### config.mk
export PLATFORM = sky130hd
export DESIGN_NAME = clsarb_top
export DESIGN_NICKNAME = d
export VERILOG_FILES = /design/src/rtl/clsarb_pkg.sv /design/src/rtl/clsarb_rr_pick.sv /design/src/rtl/clsarb_hold.sv /design/src/rtl/clsarb_dec.sv /design/src/rtl/clsarb_top.sv
export SDC_FILE = /design/constraint.sdc
export NUM_CORES = 1
export LEC_CHECK = 0
export ABC_AREA = 0
export BUFFER_PORTS_ARGS = -buffer_cell sky130_fd_sc_hd__buf_2
export CAP_MARGIN = 20
export CORE_ASPECT_RATIO = 0.8
export CORE_MARGIN = 5
export CORE_UTILIZATION = 30
export DETAILED_ROUTE_END_ITERATION = 8
export SYNTH_ARGS = -nofsm -noshare
export SYNTH_HDL_FRONTEND = slang
export SYNTH_SLANG_ARGS = --single-unit
### constraint.sdc
create_clock -name clk -period 2.5 [get_ports clk]
set_input_delay 0.5 -clock clk [delete_from_list [all_inputs] [get_ports clk]]
set_output_delay 0.5 -clock clk [all_outputs]
set_load 0.01 [all_outputs]
### src/rtl/clsarb_pkg.sv
// Package: shared limits and command-kind encoding for the class arbiter.
// Assumes: the number of classes stays within MAX_CLS.
package clsarb_pkg;
    localparam int MIN_CLS = 2;
    localparam int MAX_CLS = 16;

    typedef enum logic {
        KIND_ROW = 1'b0,
        KIND_COL = 1'b1
    } cmd_kind_e;
endpackage

### src/rtl/clsarb_rr_pick.sv
// Module: rotating priority picker. It returns the first set request at or
// above the pointer, wrapping to index 0 if none is found there.
// Assumes: ptr < N.
module clsarb_rr_pick #(
    parameter int N  = 4,
    parameter int IW = $clog2(N)
) (
    input  logic [N-1:0]  req,
    input  logic [IW-1:0] ptr,
    output logic [IW-1:0] win_idx,
    output logic          win_any
);
    logic [N-1:0] upper_mask;
    logic [N-1:0] upper_req;
    logic [N-1:0] search_vec;

    // Mask of the class positions at or above the pointer.
    generate
        for (genvar g = 0; g < N; g++) begin : g_mask
            assign upper_mask[g] = (IW'(g) >= ptr);
        end
    endgenerate

    assign upper_req  = req & upper_mask;
    assign search_vec = (|upper_req) ? upper_req : req;
    assign win_any    = |req;

    // Lowest set position of the chosen search vector.
    always_comb begin
        win_idx = '0;
        for (int i = N - 1; i >= 0; i--) begin
            if (search_vec[i]) win_idx = IW'(i);
        end
    end
endmodule

### src/rtl/clsarb_hold.sv
// Module: grant-hold state and round-robin pointer. Holds the issuing class
// after a row-level issue, and after a column-level issue releases it and
// moves the pointer to the next class.
// Assumes: cur_idx < N whenever issue is high.
module clsarb_hold #(
    parameter int N  = 4,
    parameter int IW = $clog2(N)
) (
    input  logic          clk,
    input  logic          rst_n,
    input  logic          issue,
    input  logic          issue_col,
    input  logic [IW-1:0] cur_idx,
    output logic          hold_vld,
    output logic [IW-1:0] hold_idx,
    output logic [IW-1:0] ptr
);
    localparam logic [IW-1:0] LAST_IDX = IW'(N - 1);

    // Update the hold flag, the holder index and the pointer on each issue.
    always_ff @(posedge clk) begin
        if (!rst_n) begin
            hold_vld <= 1'b0;
            hold_idx <= '0;
            ptr      <= '0;
        end else if (issue) begin
            if (issue_col) begin
                hold_vld <= 1'b0;
                ptr      <= (cur_idx == LAST_IDX) ? '0 : cur_idx + 1'b1;
            end else begin
                hold_vld <= 1'b1;
                hold_idx <= cur_idx;
            end
        end
    end

    AST_COL_RELEASES: assert property (@(posedge clk) disable iff (!rst_n)
        issue && issue_col |=> !hold_vld);
    AST_PTR_FOLLOWS: assert property (@(posedge clk) disable iff (!rst_n)
        issue && issue_col |=> ptr == (($past(cur_idx) == LAST_IDX) ? '0 : $past(cur_idx) + 1'b1));
    AST_ROW_KEEPS: assert property (@(posedge clk) disable iff (!rst_n)
        issue && !issue_col |=> hold_vld && hold_idx == $past(cur_idx));
endmodule

### src/rtl/clsarb_dec.sv
// Module: index to one-hot decoder with an enable.
// Assumes: idx < N whenever en is high.
module clsarb_dec #(
    parameter int N  = 4,
    parameter int IW = $clog2(N)
) (
    input  logic          en,
    input  logic [IW-1:0] idx,
    output logic [N-1:0]  oh
);
    // One output line per class.
    generate
        for (genvar g = 0; g < N; g++) begin : g_dec
            assign oh[g] = en && (idx == IW'(g));
        end
    endgenerate
endmodule

### src/rtl/clsarb_top.sv
// Module: class-level round-robin DRAM command arbiter. Picks one class per
// cycle and keeps the grant with a class across row-level commands until
// it issues a column-level command.
// Assumes: candidates arrive pre-qualified for DRAM timing and bank state.
module clsarb_top
    import clsarb_pkg::*;
#(
    parameter int NUM_CLS = 4
) (
    input  logic               clk,
    input  logic               rst_n,
    input  logic [NUM_CLS-1:0] cand_valid,
    input  logic [NUM_CLS-1:0] cand_col,
    output logic [NUM_CLS-1:0] grant_oh,
    output logic               cmd_issue
);
    localparam int IW = $clog2(NUM_CLS);

    logic          hold_vld;
    logic [IW-1:0] hold_idx;
    logic [IW-1:0] rr_ptr;
    logic [IW-1:0] pick_idx;
    logic          pick_any;
    logic [IW-1:0] cur_idx;
    logic          cur_any;
    logic          cur_col;
    cmd_kind_e     cur_kind;

    initial begin
        assert (NUM_CLS >= MIN_CLS && NUM_CLS <= MAX_CLS)
            else $error("NUM_CLS out of range");
    end

    clsarb_rr_pick #(.N(NUM_CLS), .IW(IW)) pick_i (
        .req     (cand_valid),
        .ptr     (rr_ptr),
        .win_idx (pick_idx),
        .win_any (pick_any)
    );

    // Select the holder if there is one, otherwise the round-robin winner.
    always_comb begin
        cur_idx  = hold_vld ? hold_idx : pick_idx;
        cur_any  = hold_vld || pick_any;
        cur_kind = cand_col[cur_idx] ? KIND_COL : KIND_ROW;
        cur_col  = (cur_kind == KIND_COL);
    end

    assign cmd_issue = cur_any && cand_valid[cur_idx];

    clsarb_dec #(.N(NUM_CLS), .IW(IW)) dec_i (
        .en  (cur_any),
        .idx (cur_idx),
        .oh  (grant_oh)
    );

    clsarb_hold #(.N(NUM_CLS), .IW(IW)) hold_i (
        .clk       (clk),
        .rst_n     (rst_n),
        .issue     (cmd_issue),
        .issue_col (cur_col),
        .cur_idx   (cur_idx),
        .hold_vld  (hold_vld),
        .hold_idx  (hold_idx),
        .ptr       (rr_ptr)
    );

    AST_GRANT_ONEHOT0: assert property (@(posedge clk) disable iff (!rst_n)
        $onehot0(grant_oh));
    AST_ISSUE_MATCH: assert property (@(posedge clk) disable iff (!rst_n)
        cmd_issue == |(grant_oh & cand_valid));
    AST_ROW_GRANT_STAYS: assert property (@(posedge clk) disable iff (!rst_n)
        cmd_issue && !(|(grant_oh & cand_col)) |=> grant_oh == $past(grant_oh));
    AST_STALL_NO_ISSUE: assert property (@(posedge clk) disable iff (!rst_n)
        hold_vld && !(|(grant_oh & cand_valid)) |-> !cmd_issue && grant_oh != '0);
    AST_IDLE_NO_GRANT: assert property (@(posedge clk) disable iff (!rst_n)
        !hold_vld && cand_valid == '0 |-> grant_oh == '0 && !cmd_issue);
endmodule

; ---- Yosys cells after proc, flatten, opt, wreduce, memory -nomap -nowiden
; Index checks and enable logic that the tools add are counted.
[totals]
regBits = 5
in_bits = 10
output_inout_bits = 5
[classes]
n_addsub = 1
n_lt_le_gt_ge = 5
eq_ne = 3
muxes = 13
n_bitwise = 2
n_reduce_logical = 11
[ops]
columns = cell, count
row1 = 2-bit 2-to-1 mux, 6
row2 = 4-bit OR reduction, 2
row3 = 1-bit logical AND, 5
row4 = 4-bit AND, 1
row5 = 1-bit binary-select mux with 2-bit select, 2
row6 = "2-bit == test, second input constant", 2
row7 = "1-bit by 2-bit >= comparator with 1-bit output, first input constant", 2
row8 = "2-bit >= comparator, first input constant", 2
row9 = 1-bit 2-to-1 mux, 4
row10 = 4-bit 2-to-1 mux, 1
row11 = 2-bit AND reduction, 2
row12 = "2-bit by 3-bit less-than comparator with 1-bit output, second input constant", 1
row13 = "2-bit by 1-bit adder with 2-bit output, second input constant", 1
row14 = "2-bit by 1-bit == test with 1-bit output, second input constant", 1
row15 = 2-bit zero test, 1
row16 = 1-bit logical OR, 1
row17 = 1-bit NOT, 1

; ---- Longest topological paths before layout
; Gate-level depths: netlist of run 1.
[depth]
word_depth = 14
depth_mapped = 7

; ---- Cells and area by module
; From an unflattened synthesis of run 1, not the netlist that was laid out.
[unflattened]
cells_unflattened = 58
hier_area_um2 = 456.7
[modules_own_cells]
columns = mod, n_inst, cells_each, area_per_inst_um2, seq_area_each_um2
row1 = clsarb_hold, 1, 20, 209.0, 100.1
row2 = clsarb_top, 1, 20, 136.4, 0.0
row3 = clsarb_rr_pick, 1, 14, 73.8, 0.0
row4 = clsarb_dec, 1, 4, 37.5, 0.0

; ---- Worst setup path after synthesis of run 1
; Ideal clock, no wire load.
[synth_timing]
kind = input -> output
from = in cand_valid[3]
to = out grant_oh[1]
t_arrival_ps = 1622
setup_slack_ps = 378
path_stages = 6
path_cell_list = and2b_1 o221ai_2 a32oi_2 inv_1 ha_1 nor2b_1
[synth_via]
elab_chain_len = 10
word_cells_on_any_way = 12
[synth_lines]
columns = item, line_no
row1 = start: declaration, clsarb_top.sv:12  ; input logic [NUM_CLS-1:0] cand_valid,
row2 = 4-bit AND, clsarb_rr_pick.sv:24  ; assign upper_req = req & upper_mask;
row3 = 4-bit OR reduction, clsarb_rr_pick.sv:25  ; assign search_vec = (|upper_req) ? upper_req : req;
row4 = 4-bit 2-to-1 mux *, clsarb_rr_pick.sv:25
row5 = 2-bit 2-to-1 mux (3 in a row), clsarb_rr_pick.sv:32  ; if (search_vec[i]) win_idx = IW'(i);
row6 = 2-bit 2-to-1 mux *, clsarb_rr_pick.sv:32
row7 = 2-bit 2-to-1 mux *, clsarb_top.sv:43  ; cur_idx = hold_vld ? hold_idx : pick_idx;
row8 = via cur_idx[0], clsarb_top.sv:24  ; logic [IW-1:0] cur_idx;
row9 = 2-bit by 1-bit == test with 1-bit output *, clsarb_dec.sv:14  ; assign oh[g] = en && (idx == IW'(g));
row10 = 1-bit logical AND *, clsarb_dec.sv:14
row11 = end: declaration, clsarb_top.sv:14  ; output logic [NUM_CLS-1:0] grant_oh,
; Mark *: on every way through the listed nets, which the timed path passes. The rest lies on a longest branch.

; ---- Worst setup path in the final report of run 1
[layout_timing]
from = in cand_valid[0]
to = out grant_oh[1]
; The elaborated chain is that of the path after synthesis.

==> summary.txt, run 1 <==
Worst setup path
  • CP Buf/Inv Count: 3
  • Endpoint kind of the worst setup timing path: primary output
  • Required time of the worst setup path: 2000 ps
  • Biggest cell delay along the critical path: 310 ps
  • Type of the worst setup path: in -> out
  • Cell repeated most along the worst path: sky130_fd_sc_hd__buf_2
  • Family with the most delay on the worst path: simple AND/OR/NAND/NOR gates
  • Largest driver fanout on the critical path: 5
  • Library cell contributing the largest single delay on the critical path: sky130_fd_sc_hd__a32oi_2
  • Startpoint types: primary input
  • Series of cell instances along the critical path: buf_2, nor3b_2, nor3_1, a32oi_2, inv_1, ha_1, nor2b_1, buf_2
  • Critical path arrival: 1860 ps

Clock network
  • Total clock sinks: 5
  • Post-CTS clock slew at the launch and capture registers of the worst setup and hold paths: 40 ps
  • Number of hold buffers added after CTS: 0
  • CTS tree: done
  • Number of post-CTS setup repair buffers: 0
  • Cts bufs inserted: 3
  • Cell chosen for the clock root: sky130_fd_sc_hd__clkbuf_4
  • Clock latency on the worst-skew pair: 240 ps
  • Deepest level of the CTS H-tree: 1
  • CTS Buffer Depth: 2
  • Number of instances resized during post-cts repair: 0

Placed design
  • Detailed-placement wirelength estimate: 1042 µm
  • Total cell area at the placement stage: 633.1 µm²
  • Final RePlAce weighted congestion: 0.7479
  • Count of buffers inserted at the top-level ports: 14

Floorplanning
  • Number of top-level pins: 15
  • Core ar.: 1627 µm²
  • Chip Height: 47.12 µm
  • Area of the die: 2658 µm²
  • Starting Density: 0.3177
  • Width of the die: 56.40 µm
  • Core Rows: 13

STA
  • Number of max-slew violations in the final report: 0
  • Worst slew pin tran: 347.9 ps
  • Unrepaired setup endpoints after global routing: false
  • Final setup vio count: 0
  • Worst Clk Skew: 0.8070 ps
  • Count of final hold-check violations: 0
  • Max Clock Freq: 423.9 MHz
  • Worst slew margin relative to its limit: 0.7681
  • Post-route setup TNS: 0 ps
  • Crit share post-route: 0.9437
  • Minimum period implied by the final worst setup slack: 2359 ps

Logic synthesis
  • Summed instance area of the synthesized netlist: 516.7 µm²
  • Distinct cell type count after synthesis: 27
  • Synth Net Count: 75
  • Async set-reset flop share out of synthesis: 0
  • Average instance area after synthesis: 8.471 µm²
  • Dominant register cell in the synthesized netlist: sky130_fd_sc_hd__dfxtp_1
  • Post-Syn Instances: 61
  • Number of enable-type register cells in the synthesized netlist: 0
  • Post-synthesis sequential element count: 5
  • Yosys warns: 0
  • Sequential-to-total area share from yosys stat: 0.1937

Routing
  • 1st-pass router iterations: 4
  • Total Routed Length: 1257 µm
  • DR vias: 532
  • First-iteration detailed-routing DRC count: 12
  • DRC Markers: 0
  • Routed WL per cell: 12.09 µm
  • Antenna Violating Nets Remaining: 0
  • Via density per instance: 5.115

Final layout
  • Antenna diode count: 0
  • Fill cell total of the finished layout: 173
  • Final core occ: 0.4062
  • Total Nets Final: 97
  • Fraction of final layout cells sized beyond drive strength 1: 0.3902
  • Final Instance Area: 660.6 µm²
  • Area growth from synthesis to layout: 27.85%

Global routing
  • Maximum number of pins on one net before global-route repair: 8
  • Number of global-route vias before repair: 481
  • Antenna violations before repair: 0
  • First-pass GRT wire length: 2118 µm
  • Gr usage total: 0.1057
  • Overall overflow remaining after global route: 0

Outcome
  • Status: finished clean

Pwr
  • Pwr per Cell Area: 532.9 nW/µm²
  • Worst vdd ir: 329.6 µV
  • Leakage: 0.3150 nW

Worst hold path
  • Worst hold path class: reg -> reg

Job
  • Number of maximum-capacitance violations: 0
## kinds of logic after synthesis
| family | share of synthesized area |
|---|---|
| muxes | 0.09686 |
| DFF | 0.1937 |
| AOI/OAI and AO/OA | 0.2518 |
| and+or+nand+nor | 0.2954 |
| buffers and inverters | 0.06537 |
| adders and majority gates | 0.09686 |
## metal layers
metal / track usage / routed length [µm]
met5: 0 / 0
met3: 0.04396 / 72
met1: 0.1366 / 614
met4: 0.02844 / 0
met2: 0.1655 / 570
## state kept, by name (all words and copies together), names as in the netlist
register / cells
hold_i.hold_vld: 1
hold_i.hold_idx: 2
hold_i.ptr: 2
## layout make-up
type | count | area [µm²] | area share
Clock buffer | 4 | 26.28 | 0.03977
Inverter | 6 | 22.52 | 0.03409
Multi-Input combinational cell | 49 | 382.9 | 0.5795
Sequential cell | 5 | 101.3 | 0.1534
Tap cell | 22 | 27.53 | 0.04167
Timing Repair Buffer | 18 | 100.1 | 0.1515
## cells in the final DEF, fill, tap and decap left out, types with 2 or more instances in the layout
cell / instances
sky130_fd_sc_hd__o21ai_0: 3
sky130_fd_sc_hd__dfxtp_1: 4
sky130_fd_sc_hd__buf_2: 14
sky130_fd_sc_hd__buf_4: 4
sky130_fd_sc_hd__mux2i_1: 5
sky130_fd_sc_hd__inv_1: 5
sky130_fd_sc_hd__o221ai_1: 2
sky130_fd_sc_hd__nand2_1: 7
sky130_fd_sc_hd__clkbuf_4: 3
sky130_fd_sc_hd__nor2_1: 4
sky130_fd_sc_hd__nor3b_2: 2
sky130_fd_sc_hd__a32oi_2: 2
sky130_fd_sc_hd__ha_1: 4
sky130_fd_sc_hd__nor2b_1: 5
## Yosys cell counts, types with 2 or more instances
cell type | instances | area [µm²]
sky130_fd_sc_hd__dfxtp_1 | 5 | 100.1
sky130_fd_sc_hd__o221ai_1 | 2 | 17.52
sky130_fd_sc_hd__nand2_1 | 7 | 26.28
sky130_fd_sc_hd__a32oi_2 | 2 | 32.53
sky130_fd_sc_hd__ha_1 | 4 | 50.05
sky130_fd_sc_hd__nor2_1 | 4 | 15.01
sky130_fd_sc_hd__mux2i_1 | 5 | 50.05
sky130_fd_sc_hd__inv_1 | 6 | 22.52
sky130_fd_sc_hd__nor2b_1 | 5 | 31.28
sky130_fd_sc_hd__nor3b_2 | 2 | 25.02
sky130_fd_sc_hd__o21ai_0 | 3 | 15.01
## worst min-delay path: cells and delay by family, from the launching register on
kind / cells / cell delay (ps)
AOI/OAI and AO/OA: 1 / 60
DFF: 1 / 340
and+or+nand+nor: 1 / 60
## worst paths after layout
check	start	endpoint	slack, ps	cells after the start
setup reg to reg	hold_i.ptr[1]	hold_i.ptr[1]	410	8
hold reg to reg	hold_i.ptr[0]	hold_i.ptr[0]	510	2
hold / removal	hold_i.ptr[0]	hold_i.ptr[0]	510	2
setup / recovery	cand_valid[0]	grant_oh[1]	140	8
## stage by stage
step	cells	setup WS, ps	total power [mW]	hold WS [ps]
after floorplan	61	378.1	0.2084	492.2
after global placement	100	127.3	0.2577	525.6
after detailed placement	100	131.4	0.2610	549.3
after CTS	104	105.5	0.3557	546.5
after global routing	104	3.650	0.3828	550.5
final	104	140.7	0.3521	506.7
## power by group
| part | total (mW) | internal, mW | switching [mW] |
|---|---|---|---|
| combinational | 0.155 | 0.0725 | 0.0822 |
| clock | 0.0911 | 0.0602 | 0.0309 |
| sequential | 0.106 | 0.0901 | 0.0161 |
(Power assumes the default switching activity.)
==> run 2, diff against run 1 <==
--- a/config.mk
+++ b/config.mk
@@ -12,6 +12,8 @@
 export CORE_MARGIN = 5
 export CORE_UTILIZATION = 30
 export DETAILED_ROUTE_END_ITERATION = 8
+export PLACE_DENSITY_LB_ADDON = 0.1
+export SLEW_MARGIN = 15
 export SYNTH_ARGS = -nofsm -noshare
 export SYNTH_HDL_FRONTEND = slang
 export SYNTH_SLANG_ARGS = --single-unit
==> run 2 against run 1 <==
Effect of this change:
- worst hold slack gained 6.7 ps
- clock skew is 2.8 ps higher
- clock power up 1%
- first-iteration DRC count down 17%
- die area did not move
- global-route usage is 0.23 points higher
- critical path depth is the same
- via count grew 1.1%
- routed wire length up 1.4%
- clock-buffer cell count is the same
- critical path type unchanged
==> summary.txt, run 2 (synthesized netlist as in run 1, its figures left out) <==
Final layout
  • Area growth from synthesis to layout: 29.30%
  • Most frequent standard cell in the layout excluding fill and tap cells: sky130_fd_sc_hd__buf_2
  • Leading registers by flop count: hold_i.hold_idx: 2 flops, hold_i.ptr: 2 flops, hold_i.hold_vld: 1 flops
  • Total Nets Final: 98 (+1.0%)
  • Fill cell total of the finished layout: 180 (+4.0%)
  • Antenna diode count: 0 (unchanged)
  • Top library cells by usage in the layout, fill and taps aside: 14 x sky130_fd_sc_hd__buf_2, 7 x sky130_fd_sc_hd__nand2_1, 6 x sky130_fd_sc_hd__inv_1
  • Final core occ: 0.4108 (+0.004615)
  • Fraction of final layout cells sized beyond drive strength 1: 0.3855 (-0.004702)

Pwr
  • Portion of total power attributed to the clock network: 0.260 (about the same)
  • Relative contribution of combinational cells to total power: 0.445 (+0.006)
  • Worst vdd ir: 354.0 µV (+7.4%)
  • Switching part of the total power: 0.3648 (-0.002197)
  • Sequential cell fraction of total power: 0.296 (-0.006)
  • Leakage: 0.3214 nW (+2.0%)
  • Int Power: 0.2255 mW (+1.2%)
  • Switching power of the nets: 0.1295 mW (+0.22%)
  • Pwr per Cell Area: 531.3 nW/µm² (-0.31%)

STA
  • Max Clock Freq: 425.3 MHz (+0.35%)
  • Number of max-slew violations in the final report: 0 (unchanged)
  • Worst slew pin tran: 334.2 ps (-13.72 ps)
  • Minimum period implied by the final worst setup slack: 2351 ps (-8.126 ps)
  • Hold WS: 513.5 ps (+6.732 ps)
  • Unrepaired setup endpoints after global routing: false
  • Crit share post-route: 0.9405 (-0.003250)
  • Worst slew margin relative to its limit: 0.7772 (+0.009146)
  • Post-route setup TNS: 0 ps (unchanged)
  • Final setup vio count: 0 (unchanged)
  • Worst Clk Skew: 3.627 ps (+2.820 ps)
  • Count of final hold-check violations: 0 (unchanged)

Global routing
  • First-pass GRT wire length: 2187 µm (+3.3%)
  • Number of global-route vias before repair: 495 (+2.9%)
  • Met1 track demand over resource in global routing: 0.1331 (-0.003468)
  • Antenna violations before repair: 0 (unchanged)
  • GR Util met3: 0.05220 (+0.008242)
  • Gr usage total: 0.1080 (+0.002324)
  • Overall overflow remaining after global route: 0 (unchanged)
  • Maximum number of pins on one net before global-route repair: 8 (unchanged)
  • Fraction of met2 tracks used by global routing: 0.1725 (+0.006993)
  • Layer carrying the most global-route usage: met2

Worst setup path
  • Reg2Reg Launch Point: hold_i.ptr[0]
  • Library cell contributing the largest single delay on the critical path: sky130_fd_sc_hd__a32oi_2
  • Critical path arrival: 1850 ps (about the same)
  • Startpoint types: primary input
  • Capture point of the worst reg-to-reg path: hold_i.ptr[1]
  • Cell repeated most along the worst path: sky130_fd_sc_hd__buf_2
  • Largest driver fanout on the critical path: 5 (unchanged)
  • Endpoint kind of the worst setup timing path: primary output
  • Type of the worst setup path: in -> out
  • Startpoint of the worst setup timing path: cand_valid[3]
  • Required time of the worst setup path: 2000 ps (about the same)
  • Worst R2R Path Depth: 8 (unchanged)
  • R2R setup slack: 390 ps (-20 ps)
  • Biggest cell delay along the critical path: 310 ps (about the same)
  • Series of cell instances along the critical path: buf_2, and2b_1, o221ai_2, a32oi_2, inv_1, ha_1, nor2b_1, buf_2
  • Capturing instance or port of the critical path: grant_oh[3]

Routing
  • Via density per instance: 5.124 (+0.16%)
  • Routed WL per cell: 12.13 µm (+0.39%)
  • Total Routed Length: 1274 µm (+1.4%)
  • DRC Markers: 0 (unchanged)
  • 1st-pass router iterations: 4 (unchanged)
  • Antenna Violating Nets Remaining: 0 (unchanged)
  • DR vias: 538 (+1.1%)
  • First-iteration detailed-routing DRC count: 10 (-2)

Floorplanning
  • Width of the die: 56.40 µm (unchanged)
  • Chip Height: 47.12 µm (unchanged)
  • Core ar.: 1627 µm² (unchanged)
  • Core Rows: 13 (unchanged)
  • Number of top-level pins: 15 (unchanged)
  • Starting Density: 0.3177 (unchanged)
  • Area of the die: 2658 µm² (unchanged)

Clock network
  • Cts bufs inserted: 3 (unchanged)
  • Number of post-CTS setup repair buffers: 0 (unchanged)
  • Post-CTS clock slew at the launch and capture registers of the worst setup and hold paths: 40 ps (about the same)
  • Number of instances resized during post-cts repair: 0 (unchanged)
  • Total clock sinks: 5 (unchanged)
  • CTS tree: done
  • CTS Buffer Depth: 2 (unchanged)
  • Clock latency on the worst-skew pair: 240 ps (about the same)
  • Cell chosen for the clock root: sky130_fd_sc_hd__clkbuf_4
  • Deepest level of the CTS H-tree: 1 (unchanged)
  • Number of hold buffers added after CTS: 0 (unchanged)

Placed design
  • Final RePlAce weighted congestion: 0.7429 (-0.67%)
  • Count of buffers inserted at the top-level ports: 14 (unchanged)
  • Detailed-placement wirelength estimate: 1044 µm (+0.14%)

Outcome
  • Status: finished clean

Worst hold path
  • Hold path start: hold_i.ptr[0]
  • Worst hold path class: reg -> reg

Job
  • Number of maximum-capacitance violations: 0 (unchanged)
## run 2: cell count changes in the layout (fill, tap and decap cells not counted), sizes merged
cell	delta
buf	+1
## run 2: final cells by class
type                       instances  area [µm²]  area share
tap                               22       27.53     0.04120
multi-input combinational         49       382.9      0.5730
timing repair buffer              19       107.6      0.1610
clock buffer                       4       26.28     0.03933
inverter                           6       22.52     0.03371
sequential                         5       101.3      0.1517
## run 2: stage by stage
stage	instances	setup slack [ps]	power, mW	area (µm²)
CTS	105	89.43	0.3595	666.9
global route	105	15.47	0.3904	668.1
finish	105	148.8	0.3550	668.1
global placement	101	113.3	0.2665	640.6
detailed placement	101	126.9	0.2640	640.6
floorplan	61	378.1	0.2084	516.7
## run 2: worst min-delay path by stage
stage | to | slack (ps) | cells after the start
floorplan | hold_i.ptr[0] | 490 | 2
global placement | hold_i.hold_idx[0] | 570 | 1
detailed placement | hold_i.ptr[0] | 540 | 2
CTS | hold_i.ptr[0] | 550 | 3
global route | hold_i.ptr[0] | 560 | 2
finish | hold_i.ptr[0] | 510 | 2
## run 2: power groups by stage
stage	clock, mW	sequential (mW)	combinational (mW)
after CTS	0.0960	0.104	0.159
after global routing	0.106	0.108	0.177
after floorplan	0	0.0992	0.109
after global placement	0	0.107	0.160
after detailed placement	0	0.106	0.158
final	0.0922	0.105	0.158
## run 2: worst max-delay path, delay by kind of cell
family	cells	cell delay, ps
buffers and inverters	3	400
adders and majority gates	1	200
AOI/OAI and AO/OA	2	430
and+or+nand+nor	2	320
## run 2: metal layers
layer  vias to the layer above  share of wire
met4                         0              0
met3                         0          0.071
li1                        268              -
met5                         -              0
met2                        14           0.46
met1                       256           0.47
==> run 3, diff against run 2 <==
--- a/config.mk
+++ b/config.mk
@@ -5,7 +5,7 @@
 export SDC_FILE = /design/constraint.sdc
 export NUM_CORES = 1
 export LEC_CHECK = 0
-export ABC_AREA = 0
+export ABC_AREA = 1
 export BUFFER_PORTS_ARGS = -buffer_cell sky130_fd_sc_hd__buf_2
 export CAP_MARGIN = 20
 export CORE_ASPECT_RATIO = 0.8
==> constraint.sdc (replaced) <==
create_clock -name clk -period 2.5 [get_ports clk]
set_input_delay 0.5 -clock clk [delete_from_list [all_inputs] [get_ports clk]]
set_output_delay 0.5 -clock clk [all_outputs]
set_load 0.05 [all_outputs]
==> run 3 against run 2 <==
Effect of this change:
- worst setup slack better by 27 ps
- combinational power grew to 3.6 times the previous value
- clock-buffer cell count unchanged
- die area rose by 17%
- critical path depth grew 4
- first-iteration DRC count stayed put
- fmax rose by 1.2%
- sequential cell count unchanged
- largest power group unchanged
==> summary.txt, run 3 <==
Outcome
  • Status: finished clean

Global routing
  • Overall overflow remaining after global route: 0 (unchanged)
  • Antenna violations before repair: 0 (unchanged)
  • Gr usage total: 0.09985 (-0.008149)
  • Maximum number of pins on one net before global-route repair: 11 (+3)
  • Number of global-route vias before repair: 546 (+10%)
  • First-pass GRT wire length: 2352 µm (+7.5%)

Placed design
  • Final RePlAce weighted congestion: 0.7350 (-1.1%)
  • Count of buffers inserted at the top-level ports: 14 (unchanged)
  • Worst setup slack before clock tree synthesis: 173.0 ps (+46.17 ps)
  • Detailed-placement wirelength estimate: 1088 µm (+4.2%)

Worst hold path
  • Worst hold path class: reg -> reg
  • Hold path start: hold_i.hold_idx[1]

STA
  • Max Clock Freq: 430.3 MHz (+1.2%)
  • Number of max-slew violations in the final report: 0 (unchanged)
  • Worst slew margin relative to its limit: 0.8106 (+0.03343)
  • Setup slack after layout: 176.0 ps (+27.18 ps)
  • Final setup vio count: 0 (unchanged)
  • Count of final hold-check violations: 0 (unchanged)
  • Worst Clk Skew: 0.2461 ps (-3.381 ps)
  • Unrepaired setup endpoints after global routing: false
  • Crit share post-route: 0.9296 (-0.01087)
  • Post-route setup TNS: 0 ps (unchanged)
  • Hold WS: 475.3 ps (-38.21 ps)
  • Minimum period implied by the final worst setup slack: 2324 ps (-27.18 ps)
  • Worst slew pin tran: 283.4 ps (-50.83 ps)

Routing
  • Antenna Violating Nets Remaining: 0 (unchanged)
  • Via density per instance: 4.481 (-13%)
  • DR vias: 605 (+12%)
  • 1st-pass router iterations: 4 (unchanged)
  • Total Routed Length: 1344 µm (+5.5%)
  • Routed WL per cell: 9.956 µm (-18%)
  • First-iteration detailed-routing DRC count: 10 (unchanged)
  • DRC Markers: 0 (unchanged)

Logic synthesis
  • Synth Net Count: 107 (+43%)
  • Average instance area after synthesis: 6.713 µm² (-21%)
  • Async set-reset flop share out of synthesis: 0 (unchanged)
  • Summed instance area of the synthesized netlist: 624.3 µm² (+21%)
  • Number of enable-type register cells in the synthesized netlist: 0 (unchanged)
  • Most frequent cells after synthesis: 21 x sky130_fd_sc_hd__nand2_1, 16 x sky130_fd_sc_hd__inv_1, 13 x sky130_fd_sc_hd__nand3_1
  • Sequential-to-total area share from yosys stat: 0.1603 (-0.03338)
  • Dominant register cell in the synthesized netlist: sky130_fd_sc_hd__dfxtp_1
  • Most instantiated library cell after synthesis: sky130_fd_sc_hd__nand2_1
  • Yosys warns: 0 (unchanged)
  • Area fraction of the dominant cell type after synthesis: 0.1603 (-0.03338)
  • Ranking of synthesized cells by area: sky130_fd_sc_hd__dfxtp_1 16%, sky130_fd_sc_hd__nand2_1 13%, sky130_fd_sc_hd__nand3_1 10%, sky130_fd_sc_hd__inv_1 9.6%, sky130_fd_sc_hd__ha_1 8.0%
  • Distinct cell type count after synthesis: 18 (-33%)
  • Post-Syn Instances: 93 (+52%)
  • Post-synthesis sequential element count: 5 (unchanged)
  • Cell accounting for the most synthesized area: sky130_fd_sc_hd__dfxtp_1

Worst setup path
  • Largest driver fanout on the critical path: 10 (+5)
  • Startpoint of the worst setup timing path: cand_valid[1]
  • Endpoint kind of the worst setup timing path: primary output
  • Required time of the worst setup path: 2000 ps (about the same)
  • Type of the worst setup path: in -> out
  • Critical path arrival: 1820 ps (-30 ps)
  • Reg2Reg Launch Point: hold_i.ptr[1]
  • Startpoint types: primary input

Floorplanning
  • Core Rows: 14 (+1)
  • Chip Height: 50.81 µm (+7.8%)
  • Core ar.: 1927 µm² (+18%)
  • Area of the die: 3099 µm² (+17%)
  • Starting Density: 0.3240 (+0.006334)
  • Number of top-level pins: 15 (unchanged)
  • Width of the die: 61.01 µm (+8.2%)

Pwr
  • Power, Total: 0.7916 mW (+120%)
  • Pwr per Cell Area: 1053 nW/µm² (+98%)
  • Switching power of the nets: 0.4526 mW (+250%)
  • Int Power: 0.3391 mW (+50%)
  • Sequential cell fraction of total power: 0.165 (-0.131)
  • Leakage: 0.4137 nW (+29%)
  • Relative contribution of combinational cells to total power: 0.716 (+0.271)
  • Switching part of the total power: 0.5717 (+0.2069)
  • Portion of total power attributed to the clock network: 0.119 (-0.141)
  • Worst vdd ir: 485.5 µV (+37%)

Clock network
  • Clock latency on the worst-skew pair: 240 ps (about the same)
  • Number of post-CTS setup repair buffers: 0 (unchanged)
  • CTS Buffer Depth: 2 (unchanged)
  • CTS tree: done
  • Deepest level of the CTS H-tree: 1 (unchanged)
  • Post-CTS clock slew at the launch and capture registers of the worst setup and hold paths: 40 ps (about the same)
  • Total clock sinks: 5 (unchanged)
  • Cell chosen for the clock root: sky130_fd_sc_hd__clkbuf_4
  • Cts bufs inserted: 3 (unchanged)

Final layout
  • Fraction of final layout cells sized beyond drive strength 1: 0.3153 (-0.07023)
  • Top library cells by usage in the layout, fill and taps aside: 21 x sky130_fd_sc_hd__nand2_1, 16 x sky130_fd_sc_hd__inv_1, 14 x sky130_fd_sc_hd__buf_2, 13 x sky130_fd_sc_hd__nand3_1, 11 x sky130_fd_sc_hd__nor2_1
  • Leading registers by flop count: hold_i.hold_idx: 2 flops, hold_i.ptr: 2 flops, hold_i.hold_vld: 1 flops
  • Most frequent standard cell in the layout excluding fill and tap cells: sky130_fd_sc_hd__nand2_1
  • Final core occ: 0.3903 (-0.02051)
  • Total Nets Final: 126 (+29%)
  • Area growth from synthesis to layout: 20.44%
  • Antenna diode count: 0 (unchanged)
  • Fill cell total of the finished layout: 216 (+20%)

Job
  • Number of maximum-capacitance violations: 0 (unchanged)
==> run 3: through the flow <==
step | cell area, µm² | instances
after floorplan | 624.3 | 93
after global placement | 724.4 | 131
after detailed placement | 724.4 | 131
after CTS | 750.7 | 135
after global routing | 752.0 | 135
final | 752.0 | 135
==> run 3: cells by family (layout without fill, tap and decap cells) <==
kind of cell / Yosys count / in the layout / share of synthesized area
adder cells (fa/ha/maj): 4 / 4 / 0.08016
flip-flops: 5 / 5 / 0.1603
buffers and inverters: 17 / 35 / 0.1022
AND/OR/NAND/NOR: 60 / 60 / 0.5651
AO/OA/AOI/OAI: 7 / 7 / 0.09219
==> run 3: what timing repair did <==
item	4_1_cts	5_1_grt
setup endpoints to repair	0	5
resized for setup	0	1
hold buffers	0	0
==> run 3: power groups by stage <==
stage	logic, mW	registers (mW)	clock network (mW)
after floorplan	0.468	0.127	0
after global placement	0.570	0.132	0
after detailed placement	0.572	0.131	0
after CTS	0.572	0.130	0.0992
after global routing	0.635	0.136	0.105
final	0.567	0.131	0.0941
==> run 3: per-layer routing <==
layer	track usage	share of wire	vias up
met5	0	0	-
met1	0.1392	0.52	267
met2	0.1441	0.43	9
li1	-	-	329
met4	0.02166	0	0
met3	0.03846	0.043	0
==> run 3: layout make-up <==
type	instances	area (µm²)	area share
inverter	17	63.81	0.08486
tap	24	30.03	0.03993
multi-input combinational	71	460.4	0.6123
sequential	5	101.3	0.1348
clock buffer	4	26.28	0.03494
timing repair buffer	14	70.07	0.09318
==> run 3: worst paths after layout <==
kind,endpoint,slack [ps],cells after the start
max,grant_oh[0],180,12
min,hold_i.hold_idx[1],480,2
max reg2reg,hold_i.ptr[1],920,9
min reg2reg,hold_i.hold_idx[1],480,2
==> run 3: critical path: stages <==
cell                      delay, ps
sky130_fd_sc_hd__buf_2          120
sky130_fd_sc_hd__inv_2           50
sky130_fd_sc_hd__nor2_1         120
sky130_fd_sc_hd__nor2_1          90
sky130_fd_sc_hd__nor2_4         100
sky130_fd_sc_hd__nand3_4        120
sky130_fd_sc_hd__nand2_4        150
sky130_fd_sc_hd__inv_1           90
sky130_fd_sc_hd__ha_1           200
sky130_fd_sc_hd__nand2_1         60
sky130_fd_sc_hd__inv_1           30
sky130_fd_sc_hd__buf_2          200
